$ cat src/rtl/dgl_pkg.sv
package dgl_pkg;
  localparam int DEF_CNT_W = 4;
  localparam int DEF_SEL_W = 4;
  localparam int DEF_SYNC  = 2;

  typedef enum logic {
    LN_IDLE = 1'b0,
    LN_QUAL = 1'b1
  } lane_st_e;
endpackage

$ cat src/rtl/dgl_sync.sv
// Multi-stage synchronizer. No reset, on purpose: the stages keep sampling
// during reset so that the clean output can track the pin before release.
module dgl_sync #(
  parameter int WIDTH  = 4,
  parameter int STAGES = 2
) (
  input  logic             clk,
  input  logic [WIDTH-1:0] din,
  output logic [WIDTH-1:0] dout
);
  logic [WIDTH-1:0] stg [STAGES];

  always_ff @(posedge clk) begin
    stg[0] <= din;
    for (int k = 1; k < STAGES; k++) begin
      stg[k] <= stg[k-1];
    end
  end

  assign dout = stg[STAGES-1];
endmodule

$ cat src/rtl/dgl_prescale.sv
// Divide-by-2^sel tick generator, restarted by clear.
module dgl_prescale #(
  parameter int SEL_W = 4
) (
  input  logic             clk,
  input  logic             rst,
  input  logic             clear,
  input  logic [SEL_W-1:0] sel,
  output logic             tick
);
  localparam int PRE_W = (1 << SEL_W) - 1;

  logic [PRE_W-1:0] pre_q;
  logic [PRE_W-1:0] span_mask;

  // 2^sel - 1; for the largest select the shift wraps to zero and the
  // subtraction yields all ones, which is the intended mask.
  assign span_mask = (PRE_W'(1) << sel) - PRE_W'(1);
  assign tick      = ((pre_q & span_mask) == span_mask);

  always_ff @(posedge clk) begin
    if (rst || clear) begin
      pre_q <= '0;
    end else begin
      pre_q <= pre_q + PRE_W'(1);
    end
  end
endmodule

$ cat src/rtl/dgl_qual.sv
// One lane: stability counter, held window and registered clean level.
module dgl_qual
  import dgl_pkg::*;
#(
  parameter int CNT_W = DEF_CNT_W,
  parameter int SEL_W = DEF_SEL_W
) (
  input  logic             clk,
  input  logic             rst,
  input  logic             sync_lvl,
  input  logic [CNT_W-1:0] cfg_cnt,
  input  logic [SEL_W-1:0] cfg_sel,
  output logic             clean,
  output logic             busy
);
  lane_st_e         st_q;
  logic             clean_q;
  logic [CNT_W-1:0] stab_q;
  logic [CNT_W-1:0] stab_nxt;
  logic [CNT_W-1:0] held_cnt;
  logic [SEL_W-1:0] held_sel;
  logic [CNT_W-1:0] eff_cnt;
  logic [SEL_W-1:0] eff_sel;
  logic             mism;
  logic             tick;
  logic             done;

  assign busy     = (st_q == LN_QUAL);
  assign eff_cnt  = busy ? held_cnt : cfg_cnt;
  assign eff_sel  = busy ? held_sel : cfg_sel;
  assign mism     = (sync_lvl != clean_q);
  assign stab_nxt = stab_q + CNT_W'(1);
  assign done     = mism && ((eff_cnt == '0) || (tick && (stab_nxt == eff_cnt)));

  dgl_prescale #(.SEL_W(SEL_W)) u_pre (
    .clk   (clk),
    .rst   (rst),
    .clear (!mism || done),
    .sel   (eff_sel),
    .tick  (tick)
  );

  always_ff @(posedge clk) begin
    if (rst) begin
      clean_q <= sync_lvl;
      st_q    <= LN_IDLE;
      stab_q  <= '0;
    end else if (done) begin
      clean_q <= sync_lvl;
      st_q    <= LN_IDLE;
      stab_q  <= '0;
    end else if (mism) begin
      st_q <= LN_QUAL;
      if (tick) begin
        stab_q <= stab_nxt;
      end
    end else begin
      st_q   <= LN_IDLE;
      stab_q <= '0;
    end
  end

  // Window is captured on every idle edge, including the first differing one.
  always_ff @(posedge clk) begin
    if (rst || !busy) begin
      held_cnt <= cfg_cnt;
      held_sel <= cfg_sel;
    end
  end

  assign clean = clean_q;
endmodule

$ cat src/rtl/dgl_filter_bank.sv
module dgl_filter_bank
  import dgl_pkg::*;
#(
  parameter int NUM_PINS    = 4,
  parameter int CNT_W       = DEF_CNT_W,
  parameter int SEL_W       = DEF_SEL_W,
  parameter int SYNC_STAGES = DEF_SYNC
) (
  input  logic                      clk,
  input  logic                      rst,
  input  logic [NUM_PINS-1:0]       pin_raw,
  input  logic [NUM_PINS*CNT_W-1:0] win_count,
  input  logic [NUM_PINS*SEL_W-1:0] win_select,
  output logic [NUM_PINS-1:0]       pin_clean
);
  logic [NUM_PINS-1:0] pin_sync;
  logic [NUM_PINS-1:0] lane_busy;

  dgl_sync #(.WIDTH(NUM_PINS), .STAGES(SYNC_STAGES)) u_sync (
    .clk  (clk),
    .din  (pin_raw),
    .dout (pin_sync)
  );

  for (genvar i = 0; i < NUM_PINS; i++) begin : g_lane
    dgl_qual #(.CNT_W(CNT_W), .SEL_W(SEL_W)) u_qual (
      .clk      (clk),
      .rst      (rst),
      .sync_lvl (pin_sync[i]),
      .cfg_cnt  (win_count[i*CNT_W +: CNT_W]),
      .cfg_sel  (win_select[i*SEL_W +: SEL_W]),
      .clean    (pin_clean[i]),
      .busy     (lane_busy[i])
    );
  end
endmodule

$ cat config.mk
export PLATFORM = sky130hd
export DESIGN_NAME = dgl_filter_bank
export DESIGN_NICKNAME = d
export VERILOG_FILES = /design/src/rtl/dgl_pkg.sv /design/src/rtl/dgl_sync.sv /design/src/rtl/dgl_prescale.sv /design/src/rtl/dgl_qual.sv /design/src/rtl/dgl_filter_bank.sv
export SDC_FILE = /design/constraint.sdc
export NUM_CORES = 1
export LEC_CHECK = 0
export BUFFER_PORTS_ARGS = -buffer_cell sky130_fd_sc_hd__buf_2
export CORE_MARGIN = 2
export CORE_UTILIZATION = 35
export CTS_BUF_LIST = sky130_fd_sc_hd__clkbuf_8
export CTS_CLUSTER_SIZE = 24
export DETAILED_ROUTE_END_ITERATION = 16
export PLACE_DENSITY = 0.53
export SYNTH_ARGS = -nofsm -noshare
export SYNTH_HDL_FRONTEND = slang
export SYNTH_HIERARCHICAL = 1
export SYNTH_SLANG_ARGS = --single-unit
$ cat constraint.sdc
create_clock -name clk -period 5.6 [get_ports clk]
set_input_delay 0.56 -clock clk [delete_from_list [all_inputs] [get_ports clk]]
set_output_delay 0.56 -clock clk [all_outputs]
set_load 0.01 [all_outputs]
### After elaboration in Yosys (flattened, before gate mapping)

Memories as Yosys holds them, arrays and structs flattened.
Cells that the tools add are included.
Widths: inputs -> output; s select.

* register bits after elaboration: 116
* bits of input ports: 38
* bits in writable memories: 8
* output and inout port bits: 4
* memories kept: 1
* word-level logic and storage cells: 129

* shifts and indexed selects: 4
* reduce and logical (&&, ||, !) cells: 48
* add/subtract/negate cells: 12
* equal/unequal tests: 12
* mux-type cells: 20
* bitwise operators: 8

Memories
* u_sync.stg: depth 2, bits a word 4, read ports 2, clocked after Yosys merged registers in 0, write ports 2, line dgl_sync.sv:11 `logic [WIDTH-1:0] stg [STAGES];`

Operator list (count)
* $add 15x1->15 const B: 4
* $and 15x15->15: 4
* $eq 15x15->1: 4
* $shl 1x4->15 const A: 4
* $sub 15x2->15 const B: 4
* $mux 4: 8
* $add 4x1->4 const B: 4
* $eq 4x4->1: 4
* $logic_not 4->1: 4
* $logic_or 1x1->1: 16
* $mux 1: 12
* $reduce_or 3->1: 4
* $logic_and 1x1->1: 8
* $logic_not 1->1: 8
* $reduce_bool 2->1: 4
* $reduce_or 2->1: 4
* $ne 1x1->1: 4
* $not 1->1: 4

### Longest topological paths before layout

* depth in word-level cells: 10
* depth in mapped cells: 19
* gate-level depth less buffers: 14

### Cells and area by module

Netlist, hierarchy kept.

By module, submodules not included
* dgl_prescale: sequential area each 300.3 µm², cells each 117, area each 924.6 µm², times used 4
* dgl_qual: sequential area each 370.4 µm², cells each 55, area each 719.4 µm², times used 4
* dgl_sync: sequential area each 160.2 µm², cells each 12, area each 190.2 µm², times used 1

### Least setup slack after synthesis

Ideal clock, no wire load.

* path kind: reg2reg
* start: reg g_lane[0].u_qual.st_q
* end: reg g_lane[0].u_qual.u_pre.pre_q[10]
* setup slack: 1290 ps
* stages on the path, launching flop included: 18
* path buffers: 4
* clock period less this slack: 4310 ps
* data required time: 5472 ps
* arrival time: 4182 ps
* cell sequence: dfxtp_1 -> buf_4 -> mux2_2 -> or4_1 -> ha_1 -> clkbuf_1 -> nor3b_1 -> a31oi_1 -> o311ai_0 -> nor4_1 -> nand2_1 -> mux2i_1 -> nor4b_4 -> or3b_1 -> or2_2 -> clkbuf_1 -> clkbuf_1 -> nor2_1

* longest elaborated chain between the ends: 10

Ends and longest elaborated chain
* from (decl): line dgl_qual.sv:16 `lane_st_e st_q;`
* from (signal assigned): line dgl_qual.sv:46 `st_q <= LN_IDLE;`
* from (signal assigned): line dgl_qual.sv:50 `st_q <= LN_IDLE;`
* from (signal assigned): line dgl_qual.sv:53 `st_q <= LN_QUAL;`
* $mux 4 (*): line dgl_qual.sv:30 `assign eff_sel = busy ? held_sel : cfg_sel;`
* net g_lane[0].u_qual.eff_sel[3]: line dgl_qual.sv:23 `logic [SEL_W-1:0] eff_sel;`
* $shl 1x4->15 (*): line dgl_prescale.sv:18 `assign span_mask = (PRE_W'(1) << sel) - PRE_W'(1);`
* $sub 15x2->15 (*): line dgl_prescale.sv:18
* $and 15x15->15: line dgl_prescale.sv:19 `assign tick = ((pre_q & span_mask) == span_mask);`
* $eq 15x15->1 (*): line dgl_prescale.sv:19
* net g_lane[0].u_qual.tick: line dgl_qual.sv:25 `logic tick;`
* $logic_and 1x1->1 (*): line dgl_qual.sv:33 `assign done = mism && ((eff_cnt == '0) || (tick && (stab_nxt == eff_cnt)));`
* $logic_or 1x1->1 (*): line dgl_qual.sv:33
* $logic_and 1x1->1 (*): line dgl_qual.sv:33
* $logic_or 1x1->1 (*): line dgl_qual.sv:38 `.clear (!mism || done),`
* $logic_or 1x1->1 (*): line dgl_prescale.sv:22 `if (rst || clear) begin`
* to (signal assigned): line dgl_prescale.sv:25 `pre_q <= pre_q + PRE_W'(1);`
* to (decl): line dgl_prescale.sv:13 `logic [PRE_W-1:0] pre_q;`

Mark *: on every way through the listed nets, which the timed path passes. The rest lies on a longest branch.
A chain may end at the register's enable or synchronous reset.

### Worst setup path in the final report

* start: reg g_lane[0].u_qual.st_q
* end: reg g_lane[0].u_qual.u_pre.pre_q[4]

The elaborated chain is that of the path after synthesis.

==> impl_metrics.toml <==
[run_status]
outcome = "completed"

[floorplanning]
coreArea_um2 = 18800
ios = 42
fp.dieW_um = 143
num_rows = 50
start_util_pct = 35.9
die_h_um = 143
die_area_um2 = 20500

[timing]
timing.final.crit_share_pct = 84.9
relSlewSlack_pct = 36.3
maxSlewViolCount = 0
finalSetupViolCount = 0
fmax_ghz = 0.210
setup_tns_ps = 0
fin_ws_ps = 845
hold_violations = 0
tightestPinTransition_ps = 946
clock_skew_ps = 8.25
rsz0062_at_grt = "false"
layout_min_cycle_time_ps = 4760

[finish]
final_cell_mix = "dfxtp_1, nor2_1, buf_2, xnor2_1, nand2_1"
syn_to_final_growth_pct = 11.9
nets = 776
layout_commonest_cell = "dfxtp_1"
drive_above_1_share_pct = 16.0

[setup_path]
critPathCaptureType = "flop"
slowest_stage = "nor4_1"
rr_worst_depth = 13
cp-endpoint = "g_lane[0].u_qual/u_pre/pre_q[4]"
r2r_end = "g_lane[0].u_qual/u_pre/pre_q[4]"
timing.rr.start = "g_lane[0].u_qual/busy"
critical_path.max_fanout = 15
cp.arrival_ps = 5070
critPathKind = "flop to flop"
rrSetupSlack_ps = 840
crit_family = "simple AND/OR/NAND/NOR gates"
crit_cells = 13
required_ps = 5920
critPathMaxStageDelay_ps = 820
crit_chain = "mux2_2 > or4_1 > ha_1 > nor3b_1 > a31oi_1 > o311ai_0 > nor4_1 > nand2_1 > mux2i_1 > nor4b_4 > or3b_1 > or2_2 > nor2_1"
startpoint = "g_lane[0].u_qual/busy"
crit_buf_inv = 0
start_kind = "flop"

[cts]
clk_latency_ps = 440
clockBufferDepth = 2
hold_buffers = 0
cts_made_buffers = 17
cts_resized = 0
cts-htree-levels = 4
root_buffer = "clkbuf_8"
cts_tree = "built"
clkSinkCount = 124
clk_pin_slew_worst_paths_ps = 70
postCtsSetupBuffers = 0

[global_route]
first_global_vias = 4958
track_usage_pct = 14.3
antenna_found_initial = 0
grt_pass1_wl_mm = 23.7
grt_max_degree = 17
grt-ovfl-total = 0

[routing]
antenna_left = 0
vias = 5180
first_pass_iters = 6
wl_per_cell_um = 14.1
viasPerCell = 5.18
routed_wl_mm = 14.1
drt_iter0_markers = 195
drc_errors = 0

[synth]
synth_top_flop_cell = "dfxtp_1"
post-synth-top-area-cell = "dfxtp_1"
synth_area_leaders = "dfxtp_1, edfxtp_1, xnor2_1"
yosys_warnings = 6
synth_seq_cells = 124
synth_area_um2 = 6770
synth.top_cell.area_share_pct = 26.0
synth.yosys.seq_area_share_pct = 42.0
synth_edf_count = 36
synthCells = 700
synth.distinct_cells = 50
syn_nets = 750
synth-async-reset-ratio_pct = 0
synth_area_per_cell_um2 = 9.67

[min_path]
min_path_type = "primary input to flop"
min-delay-start = "pin_raw[2]"

[placed_design]
portBuffers = 41
dp_slack_ps = 910
place_hpwl_mm = 10.0
routabilityCongestion = 0.784

[pwr]
cellPowerDensity_nw_per_um2 = 271
p_leak_uw = 0.00260
peakVddDrop_mv = 0.140

[flow_run]
max-cap-violations = 0
==> cell usage after synthesis, types with 8 or more instances <==
library cell / instances
nor3_1: 32
nor2_1: 72
nor2b_1: 8
xor2_1: 32
ha_1: 12
nand2_1: 40
o21bai_1: 8
nand3_1: 24
inv_1: 28
a21oi_1: 20
buf_4: 8
or3b_1: 8
dfxtp_1: 88
clkbuf_1: 28
mux2i_1: 20
o2bb2ai_1: 8
xnor2_1: 40
edfxtp_1: 36
o32a_1: 8
nand2b_1: 24
mux2_2: 16
nor4_1: 16
nand4_1: 8
o21ai_0: 12
==> power breakdown <==
part	switching, uW	internal (uW)	leakage (uW)
Clock	357	485	0.000225
Combinational	134	98.7	0.00129
Sequential	25.5	955	0.00109
Total	517	1540	0.00260
==> layer usage <==
layer	track usage, %	up-vias	routed length [um]
li1	-	2606	-
met1	18.4	2485	6740
met2	23.3	73	6640
met3	4.06	16	528
met4	4.53	0	177
met5	0	-	0
==> worst reg2reg max path, cell delays in order, from the launching register on <==
cell and delay (ps):
dfxtp_1 620, mux2_2 520, or4_1 590, ha_1 320, nor3b_1 170, a31oi_1 150
o311ai_0 120, nor4_1 820, nand2_1 160, mux2i_1 250, nor4b_4 380, or3b_1 170
or2_2 290, nor2_1 80
==> cell families (layout without fill, tap and decap cells) <==
| family | Yosys count | count (layout) | share of synthesized area [%] |
|---|---|---|---|
| buffers and inverters | 64 | 103 | 3.99 |
| flip-flops | 124 | 124 | 42.0 |
| multiplexers | 36 | 36 | 5.62 |
| adder cells (fa/ha/maj) | 12 | 12 | 2.22 |
| XOR/XNOR | 76 | 76 | 10.7 |
| AND/OR/NAND/NOR | 284 | 284 | 24.2 |
| other | 0 | 1 | 0 |
| AO/OA/AOI/OAI | 104 | 104 | 11.3 |
==> worst min-delay path by stage <==
stage,to,slack (ps),depth (start not counted)
3_3_place_gp,u_sync/stg[0][4],310,0
2_1_floorplan,u_sync/stg[0][4],310,0
4_1_cts,u_sync/stg[0][2],180,1
6_report,u_sync/stg[0][2],220,1
5_1_grt,u_sync/stg[0][3],180,1
3_5_place_dp,u_sync/stg[0][5],310,0
==> metrics by stage <==
stage	total power (uW)	util (%)	instances	hold slack, ps	instance area, um2
global route	2160	40.2	999	178	7570
global placement	1230	38.0	967	311	7150
detailed placement	1230	38.0	967	313	7150
finish	2060	40.2	1000	221	7570
floorplan	1180	-	700	310	6770
CTS	2090	40.2	999	185	7570
==> area by class of cell <==
| cell class | instances | area, um2 |
|---|---|---|
| Fill cell | 1809 | 11300 |
| Multi-Input combinational cell | 512 | 3650 |
| Sequential cell | 124 | 2840 |
| Tap cell | 260 | 325 |
| Clock buffer | 21 | 289 |
| Timing Repair Buffer | 43 | 220 |
| Clock inverter | 11 | 136 |
| Inverter | 28 | 105 |
| Antenna cell | 1 | 2.50 |
==> state kept, by name (all words and copies together), names as in the netlist <==
name                       cells
u_sync/stg                     8
g_lane.u_qual/clean            4
g_lane.u_qual/held_sel        16
g_lane.u_qual/held_cnt        16
g_lane.u_qual/u_pre/pre_q     60
g_lane.u_qual/busy             4
g_lane.u_qual/stab_q          16
No activity file was read; power rests on OpenSTA's default activity.
